==> src/rtl/pmon_irq_pkg.sv <==
package pmon_irq_pkg;

  typedef enum logic [1:0] {
    OUT_DONE  = 2'd0,
    OUT_UNDEF = 2'd1,
    OUT_TRAP2 = 2'd2,
    OUT_TRAP3 = 2'd3
  } outcome_e;

  typedef enum logic [1:0] {
    LVL_0 = 2'd0,
    LVL_1 = 2'd1,
    LVL_2 = 2'd2,
    LVL_3 = 2'd3
  } priv_lvl_e;

  typedef struct packed {
    logic halted;
    logic self_off;
    logic l3_here;
    logic l3_narrow;
    logic l3_pm;
    logic l2_on;
    logic l2_narrow;
    logic l2_cp;
    logic l2_pm;
  } trap_ctl_t;

  // one-hot report code: bit index equals the outcome value
  function automatic logic [3:0] outcome_onehot(input outcome_e o);
    return 4'(4'b0001 << o);
  endfunction

  function automatic logic is_trap(input outcome_e o);
    return (o == OUT_TRAP2) || (o == OUT_TRAP3);
  endfunction

  // level 3 monitor trap is live only when that level exists in 64-bit mode
  function automatic logic l3_pm_live(input trap_ctl_t c);
    return c.l3_here && !c.l3_narrow && c.l3_pm;
  endfunction

  // new enable bit: set first, clear on top so clear wins
  function automatic logic next_enable(input logic cur, input logic set, input logic clr);
    return (cur | set) & ~clr;
  endfunction

endpackage

==> src/rtl/pmon_acc_decode.sv <==
module pmon_acc_decode #(
  parameter int CP_NUM   = 15,
  parameter int OPC1_NUM = 0,
  parameter int CRN_NUM  = 9,
  parameter int CRM_NUM  = 14,
  parameter int OPC2_NUM = 2
) (
  input  logic       valid,
  input  logic [3:0] cp,
  input  logic [2:0] opc1,
  input  logic [3:0] crn,
  input  logic [3:0] crm,
  input  logic [2:0] opc2,
  output logic       hit
);

  logic cp_ok, opc1_ok, crn_ok, crm_ok, opc2_ok;

  always_comb begin
    cp_ok   = (cp   == 4'(CP_NUM));
    opc1_ok = (opc1 == 3'(OPC1_NUM));
    crn_ok  = (crn  == 4'(CRN_NUM));
    crm_ok  = (crm  == 4'(CRM_NUM));
    opc2_ok = (opc2 == 3'(OPC2_NUM));
    hit     = valid && cp_ok && opc1_ok && crn_ok && crm_ok && opc2_ok;
  end

endmodule

==> src/rtl/pmon_priv_arbiter.sv <==
module pmon_priv_arbiter
  import pmon_irq_pkg::*;
#(
  parameter bit L3_PRIO_FIRST = 1'b1
) (
  input  priv_lvl_e lvl,
  input  trap_ctl_t ctl,
  output outcome_e  outcome,
  output logic      narrow_form
);

  logic dbg_block;
  logic l3_pm_hit;
  logic l2_cp_hit;
  logic l2_pm_hit;
  logic l3_pm_undef;

  always_comb begin
    l3_pm_hit   = l3_pm_live(ctl);
    dbg_block   = ctl.halted && ctl.self_off;
    // early undefined check: needs the priority option and a live level-3 trap
    l3_pm_undef = L3_PRIO_FIRST && dbg_block && l3_pm_hit;
    l2_cp_hit   = ctl.l2_on && ctl.l2_cp;
    l2_pm_hit   = ctl.l2_on && ctl.l2_pm;
  end

  always_comb begin
    outcome = OUT_DONE;
    unique case (lvl)
      LVL_0: outcome = OUT_UNDEF;
      LVL_1: begin
        if (l3_pm_undef)    outcome = OUT_UNDEF;
        else if (l2_cp_hit) outcome = OUT_TRAP2;
        else if (l2_pm_hit) outcome = OUT_TRAP2;
        else if (l3_pm_hit) outcome = dbg_block ? OUT_UNDEF : OUT_TRAP3;
        else                outcome = OUT_DONE;
      end
      LVL_2: begin
        if (l3_pm_undef)    outcome = OUT_UNDEF;
        else if (l3_pm_hit) outcome = dbg_block ? OUT_UNDEF : OUT_TRAP3;
        else                outcome = OUT_DONE;
      end
      LVL_3: outcome = OUT_DONE;
      default: outcome = OUT_UNDEF;
    endcase
    narrow_form = (outcome == OUT_TRAP2) && ctl.l2_narrow;
  end

endmodule

==> src/rtl/pmon_inten_bank.sv <==
module pmon_inten_bank
  import pmon_irq_pkg::*;
#(
  parameter int NBITS = 32
) (
  input  logic             clk,
  input  logic             rst_n,
  input  logic [NBITS-1:0] set_bits,
  input  logic [NBITS-1:0] clr_bits,
  output logic [NBITS-1:0] en_q
);

  for (genvar b = 0; b < NBITS; b++) begin : g_bit
    logic q;
    always_ff @(posedge clk or negedge rst_n) begin
      if (!rst_n) q <= 1'b0;
      else        q <= next_enable(q, set_bits[b], clr_bits[b]);
    end
    assign en_q[b] = q;
  end

endmodule

==> src/rtl/pmon_irq_merge.sv <==
module pmon_irq_merge #(
  parameter int NBITS = 32
) (
  input  logic             clk,
  input  logic             rst_n,
  input  logic [NBITS-1:0] en,
  input  logic [NBITS-1:0] ovf,
  output logic             any_hit,
  output logic             irq_q
);

  always_comb any_hit = |(en & ovf);

  always_ff @(posedge clk or negedge rst_n) begin
    if (!rst_n) irq_q <= 1'b0;
    else        irq_q <= any_hit;
  end

endmodule

==> src/rtl/pmon_irq_enable.sv <==
module pmon_irq_enable
  import pmon_irq_pkg::*;
#(
  parameter int NUM_EVT       = 31,
  parameter int CP_NUM        = 15,
  parameter int OPC1_NUM      = 0,
  parameter int CRN_NUM       = 9,
  parameter int CRM_NUM       = 14,
  parameter int OPC2_NUM      = 2,
  parameter bit L3_PRIO_FIRST = 1'b1,
  parameter int TRAP_EC       = 3,
  localparam int NBITS        = NUM_EVT + 1
) (
  input  logic             clk,
  input  logic             rst_n,
  input  logic             acc_valid,
  input  logic             acc_write,
  input  logic [3:0]       acc_cp,
  input  logic [2:0]       acc_opc1,
  input  logic [3:0]       acc_crn,
  input  logic [3:0]       acc_crm,
  input  logic [2:0]       acc_opc2,
  input  logic [NBITS-1:0] acc_wdata,
  input  logic [1:0]       acc_lvl,
  input  logic             dbg_halted,
  input  logic             dbg_self_off,
  input  logic             lvl3_present,
  input  logic             lvl3_narrow,
  input  logic             lvl3_pm_trap,
  input  logic             lvl2_on,
  input  logic             lvl2_narrow,
  input  logic             lvl2_cp_trap,
  input  logic             lvl2_pm_trap,
  input  logic [NBITS-1:0] set_mask,
  input  logic [NBITS-1:0] ovf_flags,
  output logic             resp_valid,
  output logic [3:0]       resp_status,
  output logic [NBITS-1:0] resp_rdata,
  output logic [5:0]       resp_ec,
  output logic             resp_narrow_form,
  output logic             irq_out
);

  trap_ctl_t        ctl;
  outcome_e         outc;
  logic             narrow_form;
  logic             acc_fire;
  logic             acc_done;
  logic             wr_done;
  logic             rd_done;
  logic [NBITS-1:0] clr_bits;
  logic [NBITS-1:0] en_q;
  logic             any_hit;

  always_comb begin
    ctl.halted    = dbg_halted;
    ctl.self_off  = dbg_self_off;
    ctl.l3_here   = lvl3_present;
    ctl.l3_narrow = lvl3_narrow;
    ctl.l3_pm     = lvl3_pm_trap;
    ctl.l2_on     = lvl2_on;
    ctl.l2_narrow = lvl2_narrow;
    ctl.l2_cp     = lvl2_cp_trap;
    ctl.l2_pm     = lvl2_pm_trap;
  end

  pmon_acc_decode #(
    .CP_NUM  (CP_NUM),
    .OPC1_NUM(OPC1_NUM),
    .CRN_NUM (CRN_NUM),
    .CRM_NUM (CRM_NUM),
    .OPC2_NUM(OPC2_NUM)
  ) u_dec (
    .valid(acc_valid),
    .cp   (acc_cp),
    .opc1 (acc_opc1),
    .crn  (acc_crn),
    .crm  (acc_crm),
    .opc2 (acc_opc2),
    .hit  (acc_fire)
  );

  pmon_priv_arbiter #(
    .L3_PRIO_FIRST(L3_PRIO_FIRST)
  ) u_arb (
    .lvl        (priv_lvl_e'(acc_lvl)),
    .ctl        (ctl),
    .outcome    (outc),
    .narrow_form(narrow_form)
  );

  always_comb begin
    acc_done = acc_fire && (outc == OUT_DONE);
    wr_done  = acc_done && acc_write;
    rd_done  = acc_done && !acc_write;
    clr_bits = wr_done ? acc_wdata : '0;
  end

  pmon_inten_bank #(
    .NBITS(NBITS)
  ) u_bank (
    .clk     (clk),
    .rst_n   (rst_n),
    .set_bits(set_mask),
    .clr_bits(clr_bits),
    .en_q    (en_q)
  );

  pmon_irq_merge #(
    .NBITS(NBITS)
  ) u_irq (
    .clk    (clk),
    .rst_n  (rst_n),
    .en     (en_q),
    .ovf    (ovf_flags),
    .any_hit(any_hit),
    .irq_q  (irq_out)
  );

  always_ff @(posedge clk or negedge rst_n) begin
    if (!rst_n) begin
      resp_valid       <= 1'b0;
      resp_status      <= '0;
      resp_rdata       <= '0;
      resp_ec          <= '0;
      resp_narrow_form <= 1'b0;
    end else begin
      resp_valid       <= acc_fire;
      resp_status      <= acc_fire ? outcome_onehot(outc) : 4'b0000;
      resp_rdata       <= rd_done ? en_q : '0;
      resp_ec          <= (acc_fire && is_trap(outc)) ? 6'(TRAP_EC) : 6'd0;
      resp_narrow_form <= acc_fire && narrow_form;
    end
  end

endmodule

==> config.mk <==
export PLATFORM = sky130hd
export DESIGN_NAME = pmon_irq_enable
export DESIGN_NICKNAME = d
export VERILOG_FILES = /design/src/rtl/pmon_irq_pkg.sv /design/src/rtl/pmon_acc_decode.sv /design/src/rtl/pmon_priv_arbiter.sv /design/src/rtl/pmon_inten_bank.sv /design/src/rtl/pmon_irq_merge.sv /design/src/rtl/pmon_irq_enable.sv
export SDC_FILE = /design/constraint.sdc
export NUM_CORES = 1
export LEC_CHECK = 0
export BUFFER_PORTS_ARGS = -buffer_cell sky130_fd_sc_hd__buf_2
export CORE_MARGIN = 3
export CORE_UTILIZATION = 45
export CTS_CLUSTER_SIZE = 16
export DETAILED_ROUTE_END_ITERATION = 8
export PLACE_DENSITY = 0.8
export SETUP_SLACK_MARGIN = 0.3
export SLEW_MARGIN = 10
export SYNTH_ARGS = -nofsm -noshare
export SYNTH_HDL_FRONTEND = slang
export SYNTH_HIERARCHICAL = 1
export SYNTH_SLANG_ARGS = --single-unit
==> constraint.sdc <==
create_clock -name clk -period 1.9 [get_ports clk]
set_clock_uncertainty 0.15 [all_clocks]
set_input_delay 0.095 -clock clk [delete_from_list [all_inputs] [get_ports clk]]
set_output_delay 0.095 -clock clk [all_outputs]
set_load 0.02 [all_outputs]
==> results.tsv <==
metric	value	unit
Worst Reg2Reg Path Length in Cells	3	
Synth top area share	55.64	%
initial antenna violation count	0	
clock-pin slew on the worst setup and hold paths	0.08	ns
Hold Crit Class	input port to register	
RR Startpoint	u_bank/g_bit[5].q	
diode count	0	
I/O pin count	174	
post-synthesis async set-or-reset flop share	100.0	%
FF-to-FF setup slack	0.31	ns
Root Buffer	clkbuf_8	
Nets	645	
synth warn	6	
placed wire-length estimate	5.926	mm
gr usage total	25.90	%
CP max FO	16	
GPL Wtd Cong	0.8419	
Clk Latency, worst-skew pair	0.34	ns
standard-cell row count	30	
Final Cell Area	5330	um^2
Post-Synthesis Cell Area	3238	um^2
share of cells above drive strength 1	43.19	%
Longest Clk Path Bufs	2	
Inserted Clock Buffers	9	
Post-DRT Antenna Nets	0	
post-DR vias/cell	4.880	
Initial Utilization	47.14	%
global-route wire length before repair	16.35	mm
Die Height	90.83	um
number of enable flip-flop cells after synthesis	0	
footprint of the multi-input gates	1170	um^2
P_leak	2.659	nW
die area	8250	um^2
Worst setup EP type	register	
pwr/cell area	593.7	nW/um^2
register area	1802	um^2
Crit path max-delay family	simple AND/OR/NAND/NOR gates	
Tmin final	1.797	ns
Buf+Inv Stages, Crit Path	2	
CP arrival	1.89	ns
synthesized area per cell	12.36	um^2
vias in the first global route	3455	
Final Cycle Share	94.56	%
Cell Area, Placed	3984	um^2
Max Freq	556.6	MHz
critical path launch point type	input port	
Final Hold Vio Count	0	
top cells by area, synth	dfrtp_1, and2_1, o21ba_1	
Routed WL	11.09	mm
max_cap viols	0	
final-report max-slew violation count	0	
RSZ-0062 raised after global routing	true	
Max stage delay on crit path	0.50	ns
largest net degree at the start of global routing	39	
Worst Slack Setup Final	0.1035	ns
outcome	finished, final reports clean	
number of different library cells in the post-synthesis netlist	32	
sequential area share after synthesis	55.64	%
most common cell in the netlist	dfrtp_1	
DRC	0	
Detailed Routing Iterations Pass 1	4	
Worst EP required	1.99	ns
total power	3.165	mW
Fillers	428	
total number of vias	3011	
setup violators final	0	
Top FF cell, synth	dfrtp_1	
drt wl/cell	17.98	um
Hold EP	u_irq/irq_q	
Clock Sink Count	72	
Synth Instances	262	
Core ar.	6869	um^2
area leader, netlist	dfrtp_1	
CP Depth	8	
hold path depth	4	
Min-Delay Startpoint	ovf_flags[14]	
Congestion Overflow GR	0	
worst reg2reg path endpoint	u_irq/irq_q	
worst hold slack	0.01424	ns
final setup TNS	0	ns
H-Tree Depth	3	
#FFs+latches synth	72	
Die X	90.83	um
synth cell count leaders	dfrtp_1, and2_1, buf_4	
critical-path cell list	buf_6 > or4_1 > nor4_1 > and4b_1 > and4bb_2 > buf_6 > and2_1 > o21ba_1	
area grow syn2layout	64.61	%
IO buf count	169	
DRT iter0 DRCs	96	
maximum vdd drop	0.3575	mV
TritonCTS clock tree	yes	
cell repeated most along the worst path	buf_6	
CP Class	input port to register	
Placement Setup Slack	-0.2660	ns
Worst path slowest cell	or4_1	
## placed cells by master (no fill, tap or decap), types with 2 or more instances in the layout
cell           count
clkbuf_8          10
buf_4             11
o21ba_1           32
nand4_1            4
clkinvlp_4         2
nor2_1             4
dlygate4sd3_1     96
nand4b_1           3
and2_1            57
clkbuf_16          2
buf_12             2
a22oi_2            7
buf_6              4
conb_1             4
dfrtp_1           72
a22oi_1            9
buf_2            167
or4_1              2
and2_4             9
## kinds of logic (layout without fill, tap and decap cells)
kind of cell	count (synthesis)	in the layout	synth area share, %
simple gates	91	91	18.82
flops	72	72	55.64
compound gates	53	53	14.91
buf+inv	44	300	10.20
other cells	1	4	0.1158
mux	1	1	0.3091
## tightest hold or removal path: stages
cell     delay [ns]
buf_2          0.08
a22oi_1        0.08
nand4_1        0.11
or4_1          0.11
## per-layer routing
layer  up-vias  wire, um  GRT usage (%)
li1       1370         -              -
met1      1428      3635          23.93
met2       164      6270          49.60
met3        49       642          6.250
met4         0       543          16.96
met5         -         0              0
## registers in the layout, indices dropped and copies added, names as in the netlist
| register | flops |
|---|---|
| u_irq/irq_q | 1 |
| resp_narrow_form | 1 |
| resp_ec | 1 |
| u_bank/g_bit.q | 32 |
| resp_status | 4 |
| resp_rdata | 32 |
| resp_valid | 1 |
## repair_timing
action | in CTS | in global routing
setup buffers | 0 | 6
hold endpoints to repair | 107 | 0
hold buffers | 96 | 0
gates cloned | 0 | 3
endpoints found under the setup margin | 63 | 65
gates resized for setup | 1 | 20
pin swaps | 1 | 6
## power by group
part / total (mW) / internal (mW) / switching, mW / leakage [nW]
sequential: 1.53 / 1.53 / 0.00000118 / 0.834
clock: 1.24 / 0.646 / 0.595 / 0.0989
combinational: 0.392 / 0.251 / 0.141 / 1.73
## worst max path at each step
stage                 from                 end  slack, ns
3_3_place_gp   acc_opc1[1]  u_bank/g_bit[30].q      -0.27
4_1_cts        acc_opc1[1]  u_bank/g_bit[17].q       0.12
2_1_floorplan  acc_opc1[1]  u_bank/g_bit[10].q      -0.04
6_report       acc_opc1[1]  u_bank/g_bit[23].q       0.10
5_1_grt        acc_opc1[1]  u_bank/g_bit[23].q       0.01
3_5_place_dp   acc_opc1[1]  u_bank/g_bit[20].q      -0.27
## metrics by stage
step | utilization, % | instances
6_report | 77.60 | 617
3_5_place_dp | 58.00 | 496
2_1_floorplan | - | 265
4_1_cts | 75.03 | 608
3_3_place_gp | 58.00 | 496
5_1_grt | 77.60 | 617
## area by class of cell
type / instances / share of cell area (%)
Tap cell: 96 / 2.254
Multi-Input combinational cell: 149 / 21.95
Timing Repair Buffer: 283 / 38.08
Clock buffer: 10 / 2.582
Inverter: 1 / 0.07042
Sequential cell: 72 / 33.80
Clock inverter: 6 / 1.268
(Power assumes the default switching activity.)
